## config.mk

```make
export PLATFORM = sky130hd
export DESIGN_NAME = tstamp_regif
export DESIGN_NICKNAME = d
export VERILOG_FILES = /design/src/rtl/tsr_pkg.sv /design/src/rtl/tsr_ovf_counter.sv /design/src/rtl/tsr_write_stage.sv /design/src/rtl/tsr_read_latch.sv /design/src/rtl/tstamp_regif.sv
export SDC_FILE = /design/constraint.sdc
export NUM_CORES = 1
export LEC_CHECK = 0
export CORE_MARGIN = 10
export CORE_UTILIZATION = 55
export DETAILED_ROUTE_END_ITERATION = 7
export HOLD_SLACK_MARGIN = 0.15
export PLACE_DENSITY = 0.89
export SLEW_MARGIN = 20
export SYNTH_ARGS = -nofsm -noshare
export SYNTH_HDL_FRONTEND = slang
export SYNTH_SLANG_ARGS = --single-unit
```

## constraint.sdc

```tcl
create_clock -name clk -period 1.9 [get_ports clk]
set_input_delay 0.38 -clock clk [delete_from_list [all_inputs] [get_ports clk]]
set_output_delay 0.38 -clock clk [all_outputs]
set_load 0.05 [all_outputs]
```

## src/rtl/tsr_pkg.sv

```systemverilog
package tsr_pkg;
   localparam int unsigned ADR_W = 3;
   typedef logic [ADR_W-1:0] adr_t;

   // register addresses; overflow bytes occupy consecutive addresses from ADR_OB0
   localparam adr_t ADR_CTRL = 3'd0;
   localparam adr_t ADR_TLO  = 3'd1;
   localparam adr_t ADR_THI  = 3'd2;
   localparam adr_t ADR_OB0  = 3'd3;
endpackage

```

## src/rtl/tsr_ovf_counter.sv

```systemverilog
module tsr_ovf_counter #(
   parameter int unsigned OVF_W = 24
) (
   input  logic             clk,
   input  logic             rst_n,
   input  logic             inc,
   output logic [OVF_W-1:0] count
);
   always_ff @(posedge clk or negedge rst_n) begin
      if (!rst_n)   count <= '0;
      else if (inc) count <= count + 1'b1;
   end

   p_ovf_step_r2: assert property (@(posedge clk) disable iff (!rst_n)
      inc |=> count == $past(count) + 1'b1);
   p_ovf_hold_r2: assert property (@(posedge clk) disable iff (!rst_n)
      !inc |=> $stable(count));
endmodule

```

## src/rtl/tsr_write_stage.sv

```systemverilog
module tsr_write_stage #(
   parameter int unsigned BYTE_W = 8,
   parameter int unsigned TMR_W  = 16
) (
   input  logic              clk,
   input  logic              rst_n,
   input  logic              lo_we,
   input  logic              hi_we,
   input  logic [BYTE_W-1:0] wdata,
   input  logic              running,
   output logic              ld_count,
   output logic              ld_delta,
   output logic [TMR_W-1:0]  ld_value
);
   logic [BYTE_W-1:0] staged_lo;

   always_ff @(posedge clk or negedge rst_n) begin
      if (!rst_n) begin
         staged_lo <= '0;
         ld_count  <= 1'b0;
         ld_delta  <= 1'b0;
         ld_value  <= '0;
      end else begin
         if (lo_we) staged_lo <= wdata;
         ld_count <= hi_we && !running;
         ld_delta <= hi_we && running;
         if (hi_we) ld_value <= {wdata, staged_lo};
      end
   end

   p_load_excl_r8: assert property (@(posedge clk) disable iff (!rst_n)
      !(ld_count && ld_delta));
   p_delta_running_r8: assert property (@(posedge clk) disable iff (!rst_n)
      ld_delta |-> $past(running));
   p_count_idle_r7: assert property (@(posedge clk) disable iff (!rst_n)
      ld_count |-> !$past(running));
   p_load_cause_r6: assert property (@(posedge clk) disable iff (!rst_n)
      (ld_count || ld_delta) |-> $past(hi_we));
endmodule

```

## src/rtl/tsr_read_latch.sv

```systemverilog
module tsr_read_latch
   import tsr_pkg::*;
#(
   parameter int unsigned BYTE_W = 8,
   parameter int unsigned TMR_W  = 16,
   parameter int unsigned OVF_W  = 24
) (
   input  logic              clk,
   input  logic              rst_n,
   input  logic              rd_en,
   input  adr_t              rd_addr,
   input  logic              tsel_ok,
   input  logic              osel_ok,
   input  logic              lmode,
   input  logic [BYTE_W-1:0] ctrl_byte,
   input  logic [TMR_W-1:0]  tmr_value,
   input  logic [OVF_W-1:0]  ovf_count,
   output logic [BYTE_W-1:0] rdata
);
   localparam int unsigned OVF_BYTES = OVF_W / BYTE_W;

   logic [BYTE_W-1:0] hi_q;
   logic [OVF_W-1:0]  ovf_q;
   logic              lo_rd, ob0_rd;
   logic [BYTE_W-1:0] rd_next;

   assign lo_rd  = rd_en && (rd_addr == ADR_TLO) && tsel_ok;
   assign ob0_rd = rd_en && (rd_addr == ADR_OB0) && osel_ok && !lmode;

   always_comb begin
      rd_next = '0;
      if (rd_addr == ADR_CTRL) rd_next = ctrl_byte;
      if (rd_addr == ADR_TLO && tsel_ok) rd_next = tmr_value[BYTE_W-1:0];
      if (rd_addr == ADR_THI && tsel_ok) rd_next = hi_q;
      for (int k = 0; k < OVF_BYTES; k++) begin
         if (osel_ok && rd_addr == adr_t'(int'(ADR_OB0) + k)) begin
            if (k == 0 && !lmode) rd_next = ovf_count[BYTE_W-1:0];
            else                  rd_next = ovf_q[k*BYTE_W +: BYTE_W];
         end
      end
   end

   always_ff @(posedge clk or negedge rst_n) begin
      if (!rst_n) begin
         hi_q  <= '0;
         ovf_q <= '0;
         rdata <= '0;
      end else begin
         if (rd_en) rdata <= rd_next;
         if (lo_rd) begin
            hi_q <= tmr_value[TMR_W-1:BYTE_W];
            if (lmode) ovf_q <= ovf_count;
         end
         if (ob0_rd) ovf_q[OVF_W-1:BYTE_W] <= ovf_count[OVF_W-1:BYTE_W];
      end
   end

   p_hi_capture_r3: assert property (@(posedge clk) disable iff (!rst_n)
      lo_rd |=> hi_q == $past(tmr_value[TMR_W-1:BYTE_W]));
   p_full_capture_r4: assert property (@(posedge clk) disable iff (!rst_n)
      (lo_rd && lmode) |=> ovf_q == $past(ovf_count));
   p_upper_capture_r5: assert property (@(posedge clk) disable iff (!rst_n)
      ob0_rd |=> ovf_q[OVF_W-1:BYTE_W] == $past(ovf_count[OVF_W-1:BYTE_W]));
   p_rdata_hold_r1: assert property (@(posedge clk) disable iff (!rst_n)
      !rd_en |=> $stable(rdata));
   p_sel_block_r10: assert property (@(posedge clk) disable iff (!rst_n)
      (rd_en && rd_addr == ADR_TLO && !tsel_ok) |=> rdata == '0);
endmodule

```

## src/rtl/tstamp_regif.sv

```systemverilog
module tstamp_regif
   import tsr_pkg::*;
#(
   parameter int unsigned BYTE_W   = 8,
   parameter int unsigned TMR_W    = 16,
   parameter int unsigned OVF_W    = 24,
   parameter int unsigned SEL_W    = 3,
   parameter bit          LATCH_EN = 1'b1
) (
   input  logic              clk,
   input  logic              rst_n,
   input  logic [ADR_W-1:0]  bus_addr,
   input  logic              bus_wr,
   input  logic              bus_rd,
   input  logic [BYTE_W-1:0] bus_wdata,
   output logic [BYTE_W-1:0] bus_rdata,
   input  logic [TMR_W-1:0]  tmr_value,
   input  logic              tmr_ovf,
   input  logic              tmr_running,
   output logic              ld_count,
   output logic              ld_delta,
   output logic [TMR_W-1:0]  ld_value
);
   localparam int unsigned CTRL_BITS = 1 + 2 * SEL_W;
   localparam int unsigned TSEL_LO   = 1;
   localparam int unsigned OSEL_LO   = 1 + SEL_W;
   localparam logic [BYTE_W-1:0] CTRL_MASK = BYTE_W'((1 << CTRL_BITS) - 1);

   initial begin
      assert (TMR_W == 2 * BYTE_W) else $error("timer must span two bytes");
      assert (OVF_W % BYTE_W == 0) else $error("overflow width must be whole bytes");
      assert (OVF_W / BYTE_W + int'(ADR_OB0) <= (1 << ADR_W))
         else $error("overflow bytes exceed address space");
      assert (CTRL_BITS <= BYTE_W) else $error("control fields exceed one byte");
   end

   logic [BYTE_W-1:0] ctrl_q;
   logic [OVF_W-1:0]  ovf_count;
   logic              tsel_ok, osel_ok, lmode;
   logic              lo_we, hi_we;

   always_ff @(posedge clk or negedge rst_n) begin
      if (!rst_n) ctrl_q <= '0;
      else if (bus_wr && bus_addr == ADR_CTRL) ctrl_q <= bus_wdata & CTRL_MASK;
   end

   assign tsel_ok = (ctrl_q[TSEL_LO +: SEL_W] == '0);
   assign osel_ok = (ctrl_q[OSEL_LO +: SEL_W] == '0);

   generate
      if (LATCH_EN) begin : g_latch_mode
         assign lmode = ctrl_q[0];
      end else begin : g_no_latch_mode
         assign lmode = 1'b0;
      end
   endgenerate

   assign lo_we = bus_wr && (bus_addr == ADR_TLO) && tsel_ok;
   assign hi_we = bus_wr && (bus_addr == ADR_THI) && tsel_ok;

   tsr_ovf_counter #(.OVF_W(OVF_W)) i_ovf (
      .clk(clk), .rst_n(rst_n), .inc(tmr_ovf), .count(ovf_count));

   tsr_write_stage #(.BYTE_W(BYTE_W), .TMR_W(TMR_W)) i_wstage (
      .clk(clk), .rst_n(rst_n), .lo_we(lo_we), .hi_we(hi_we),
      .wdata(bus_wdata), .running(tmr_running),
      .ld_count(ld_count), .ld_delta(ld_delta), .ld_value(ld_value));

   tsr_read_latch #(.BYTE_W(BYTE_W), .TMR_W(TMR_W), .OVF_W(OVF_W)) i_rlatch (
      .clk(clk), .rst_n(rst_n), .rd_en(bus_rd), .rd_addr(bus_addr),
      .tsel_ok(tsel_ok), .osel_ok(osel_ok), .lmode(lmode),
      .ctrl_byte(ctrl_q), .tmr_value(tmr_value), .ovf_count(ovf_count),
      .rdata(bus_rdata));

   p_ctrl_r11: assert property (@(posedge clk) disable iff (!rst_n)
      (bus_wr && bus_addr == ADR_CTRL) |=> ctrl_q == ($past(bus_wdata) & CTRL_MASK));
endmodule

```

== After elaboration in Yosys (flattened, before gate mapping) ==
Index checks and enable logic that the tools add are counted.
Widths: inputs -> output; s select.

* Reductions and logical operators: 26
* Multiplexer cells: 10
* Add/subtract/negate cells: 1
* Eq/ne operators: 5

{| class="wikitable"
|+ Operator list
! kind !! number
|-
| $mux 24 || 2
|-
| $mux 8 || 6
|-
| $add 24x1->24 const B || 1
|-
| $logic_and 1x1->1 || 17
|-
| $mux 16 || 1
|-
| $logic_not 3->1 || 3
|-
| $mux 7 || 1
|-
| $eq 3x2->1 const B || 2
|-
| $eq 3x3->1 const B || 2
|-
| $reduce_and 2->1 || 2
|-
| $reduce_bool 2->1 || 2
|-
| $eq 3x1->1 const B || 1
|-
| $logic_not 1->1 || 2
|}

* Register bits after elaboration: 97
* Bits of input ports: 33
* Output and inout port bits: 26

== Depth between registers and ports, before layout ==
* Word-level depth: 7
* Gate-level depth with buffers: 8
* Mapped depth without buffers: 5

== Hierarchy ==
A second synthesis with hierarchy kept.

* Cell total of the unflattened synthesis: 347
* Area, all modules: 4486.8 sq um

{| class="wikitable"
|+ Modules (own cells, without submodules)
! module !! instances !! seq. area each (sq um) !! area each (sq um) !! cells an instance
|-
| tsr_read_latch || 1 || 1001.0 || 2082.0 || 179
|-
| tsr_ovf_counter || 1 || 600.6 || 1083.5 || 90
|-
| tsr_write_stage || 1 || 650.6 || 999.7 || 55
|-
| tstamp_regif || 1 || 175.2 || 321.6 || 23
|}

== Worst setup path before layout ==
OpenSTA, ideal clock, no wires.

* Path kind: input -> register
* Start point: input port bus_addr[0]
* End point: register i_rlatch.ovf_q[13]
* Stages: 8
* Buffers on the path: 4
* Setup slack: 0.120 ns
* Arrival time: 1.655 ns
* Data required time: 1.775 ns
* Cell sequence: buf_4 and4bb_1 buf_4 nand3_2 a21bo_1 buf_6 buf_8 mux2_4

* Cells in the longest elaborated chain, start to end: 6
* Elaborated cells on any way between the ends: 11

{| class="wikitable"
|+ RTL lines
! item !! RTL line !! text
|-
| start, declared || tstamp_regif.sv:12 || <nowiki>input logic [ADR_W-1:0] bus_addr,</nowiki>
|-
| $eq 3x2->1 || tsr_read_latch.sv:28 || <nowiki>assign ob0_rd = rd_en && (rd_addr == ADR_OB0) && osel_ok && !lmode;</nowiki>
|-
| $logic_and 1x1->1 (3 in series) || tsr_read_latch.sv:28 ||
|-
| $reduce_bool 2->1 (no line) || - ||
|-
| $reduce_and 2->1 (no line) || - ||
|-
| end signal, assigned || tsr_read_latch.sv:52 || <nowiki>if (lmode) ovf_q <= ovf_count;</nowiki>
|-
| end signal, assigned by index || tsr_read_latch.sv:54 || <nowiki>if (ob0_rd) ovf_q[OVF_W-1:BYTE_W] <= ovf_count[OVF_W-1:BYTE_W];</nowiki>
|-
| end, declared || tsr_read_latch.sv:23 || <nowiki>logic [OVF_W-1:0] ovf_q;</nowiki>
|}

Several ways; a longest one is shown, not always the timed one.
A chain may end at the register's enable or synchronous reset.

== Worst setup path in the final report ==
* Start point: input port bus_addr[1]
* End point: register i_rlatch.rdata[1]

* Cells in the longest elaborated chain, start to end: 7
* Elaborated cells on any way between the ends: 17

{| class="wikitable"
|+ RTL lines
! item !! RTL line !! text
|-
| $logic_not 3->1 or $eq 3x1->1 (tied branches) || tsr_read_latch.sv:32, tsr_read_latch.sv:33 ||
|-
| $mux 7 or $logic_and 1x1->1 (tied branches) || tsr_read_latch.sv:32, tsr_read_latch.sv:33 ||
|-
| $mux 8 || tsr_read_latch.sv:33 || <nowiki>if (rd_addr == ADR_TLO && tsel_ok) rd_next = tmr_value[BYTE_W-1:0];</nowiki>
|-
| $mux 8 || tsr_read_latch.sv:34 || <nowiki>if (rd_addr == ADR_THI && tsel_ok) rd_next = hi_q;</nowiki>
|-
| $mux 8 (2 in series) || tsr_read_latch.sv:36 || <nowiki>if (osel_ok && rd_addr == adr_t'(int'(ADR_OB0) + k)) begin</nowiki>
|-
| $mux 8 (*) || tsr_read_latch.sv:36 ||
|-
| end signal, assigned || tsr_read_latch.sv:49 || <nowiki>if (rd_en) rdata <= rd_next;</nowiki>
|-
| end, declared || tsr_read_latch.sv:18 || <nowiki>output logic [BYTE_W-1:0] rdata</nowiki>
|}

Every way passes the cells marked *; elsewhere a longest branch is shown, timed or not.

==> metrics <==
status=completed; Peak VDD IR=0.0006655 V; Worst Path Class, Setup=input pin to register; ANT nets after route=0; Mapped Nets=399; Mapped Area=4543 um2; crit-path max FO=7; Final Skew=0.01471 ns; fmax=552.8 MHz; Routed WL=10.23 mm; Initial Utilization=55.85%; highest-count cells in the layout ignoring fill and taps=97 x dfrtp_1, 54 x mux2_2, 46 x buf_4; relative slew slack=65.99%; Final Cell Area=5534 um2; Startpoint Class=input pin; leakage=2.526 nW; GR Overflow Total=0; die height=110.9 um; pwr/cell area=1074 nW/um2; worst skew pair latency=0.38 ns; Placed Cells=535; Worst Hold Class=register to register; P&R area growth vs syn=21.81%; Residual DRC=0; P_sw=0.002157 W; synthesized instance count=365; GPL Wtd Cong=0.9314; worst hold slack=0.5061 ns; H-tree Lvls=3; final setup TNS=0 ns; io pins=59; fraction of layout cells with a size suffix above 1=31.10%; global-route wire length before repair=16.97 mm; Yosys Warn Count=0; multi-input logic area=1968 um2; clock sinks=97; Placed Area=5333 um2; post-CTS setup buffer count=0; initial antenna violation count=0; Inserted Diodes=0; Comb power frac=30.7%; clock buffer depth=2; crit share post-route=95.20%; WL per Instance=18.53 um; root buffer cell=clkbuf_8; FP Rows=33; CTS tree=yes; Util after Layout=68.04%; worst endpoint data arrival time=2.11 ns; Pre-antenna DRT Iters=5; max-slew violation count=0; vias in the first global route=3287; Initial DRC Count=241; pin count of the biggest net entering global routing=52; Synth cell types=50; routed vias/inst=5.781; Data required, critical path=2.20 ns; fillcell total=557; fin cells=552; sequential power share=48.0%; Reg clk slew, reported paths=0.11 ns; min Tclk post-route=1.809 ns; Clk pwr share=21.3%; post-synthesis sequential area ratio=53.43%; Worst Max-Slew Pin Slew=0.5122 ns; commonest non-fill, non-tap cell in the layout=dfrtp_1; register area=2427 um2; TritonCTS buffer count=9; Main synth FF type=dfrtp_1; FF+latch count, synth=97; FFs w/ async S/R, synth=100.0%; Nets=476; MaxCap Viol Count=0; Core Area=8134 um2; CP Capture Type=register; internal power=0.003786 W; GRT Util Overall=16.55%; Die Width=110.9 um; Post-DP HPWL=7.544 mm; Buffers on Ports=58; Avg Inst Size Synth=12.45 um2; die area=12300 um2; Sw Share=36.29%; EDFF count, synth=0; Hold Vio Cnt, Final=0; via count=3191; Final Setup Violations=0; RSZ-0062 raised after global routing=false
==> worst paths after layout <==
path                                       startpoint                     to  slack (ns)  cells past startpoint
worst max-delay path                      bus_addr[1]      i_rlatch.rdata[1]        0.09                      6
worst min-delay path            i_wstage.staged_lo[4]   i_wstage.ld_value[4]        0.51                      1
worst max register to register              ctrl_q[1]     i_rlatch.ovf_q[13]        0.18                      6
worst min register to register  i_wstage.staged_lo[4]   i_wstage.ld_value[4]        0.51                      1
max in group asynchronous                       rst_n      i_rlatch.rdata[3]        0.73                      3
min in group asynchronous                       rst_n  i_wstage.staged_lo[7]        0.52                      2
==> power by group through the flow <==
stage	registers, W	clock network, W	logic (W)
after global routing	0.00291	0.00137	0.00195
after global placement	0.00286	0	0.00180
after floorplan	0.00331	0	0.000744
after detailed placement	0.00289	0	0.00185
after CTS	0.00285	0.00128	0.00183
final	0.00285	0.00127	0.00182
==> critical path, stage by stage <==
cell             delay (ns)
clkdlybuf4s50_1        0.60
buf_4                  0.20
nand4bb_1              0.15
nor3_1                 0.42
o31ai_1                0.21
a21oi_1                0.15
==> what timing repair did <==
| item | in CTS | in global routing |
|---|---|---|
| gates cloned | 0 | 0 |
| hold buffers | 1 | 0 |
| endpoints found under the hold margin | 36 | 0 |
| pin swaps | 0 | 0 |
| gates resized for setup | 7 | 2 |
| endpoints found under the setup margin | 7 | 6 |
==> kinds of logic after synthesis <==
logic type / share of synthesized area, %
AND/OR/NAND/NOR: 13.52
flip-flops: 53.43
multiplexers: 18.23
AO/OA/AOI/OAI: 6.638
buffers and inverters: 3.470
XOR/XNOR: 4.434
adder cells (fa/ha/maj): 0.2754
==> final cells by class <==
| type | count | area share [%] |
|---|---|---|
| clock inverters | 7 | 1.198 |
| well taps | 105 | 2.374 |
| repair buffers | 88 | 14.22 |
| inverters | 8 | 0.5426 |
| multi-input cells | 238 | 35.56 |
| clock buffers | 9 | 2.238 |
| flip-flops and latches | 97 | 43.86 |
==> layer usage <==
layer	wire length, um	GRT usage (%)
met1	4357	20.97
met2	5050	26.34
met3	590	4.004
met4	227	6.944
met5	0	0
==> synthesized netlist by cell type, types with 2 or more instances <==
cell type  count  area (um2)
dfrtp_1       97        2427
nand2b_1       4       25.02
nor4_2         2       25.02
xnor2_1       14       122.6
o22ai_1        5       31.28
o22a_1         3       26.28
nor2b_1        3       18.77
mux2_2        54       608.1
o21ai_0        7       35.03
a21oi_1       12       60.06
nand3_2        2       20.02
mux2_4        10       150.1
and3_1         5       31.28
buf_4          4       30.03
and2_1         2       12.51
inv_1          8       30.03
o31ai_1        4       30.03
a41oi_1        3       26.28
nor3_1        10       50.05
a2bb2oi_1      2       17.52
mux2i_1        7       70.07
xor2_1         9       78.83
nand2_1       10       37.54
nor4b_1        4       35.03
and4_1         4       35.03
nor2_1         4       15.01
a22oi_1        4       30.03
nand3_1       23       115.1
buf_2          8       40.04
nand4_1        8       50.05
nand3b_1       8       60.06
clkbuf_1       7       26.28
==> metrics by stage <==
| stage | power (W) | setup WS, ns |
|---|---|---|
| finish | 0.005943 | 0.09111 |
| CTS | 0.005964 | 0.02457 |
| floorplan | 0.004052 | 0.1197 |
| detailed placement | 0.004741 | -0.3221 |
| global placement | 0.004659 | -0.2675 |
| global route | 0.006229 | 0.01854 |
==> sequential cells by signal (all words and copies together), names as in the netlist <==
name / cells
i_ovf.count: 24
i_rlatch.ovf_q: 24
i_wstage.ld_value: 16
i_rlatch.hi_q: 8
i_rlatch.rdata: 8
i_wstage.staged_lo: 8
ctrl_q: 7
i_wstage.ld_count: 1
i_wstage.ld_delta: 1
No activity file was read; power rests on OpenSTA's default activity.
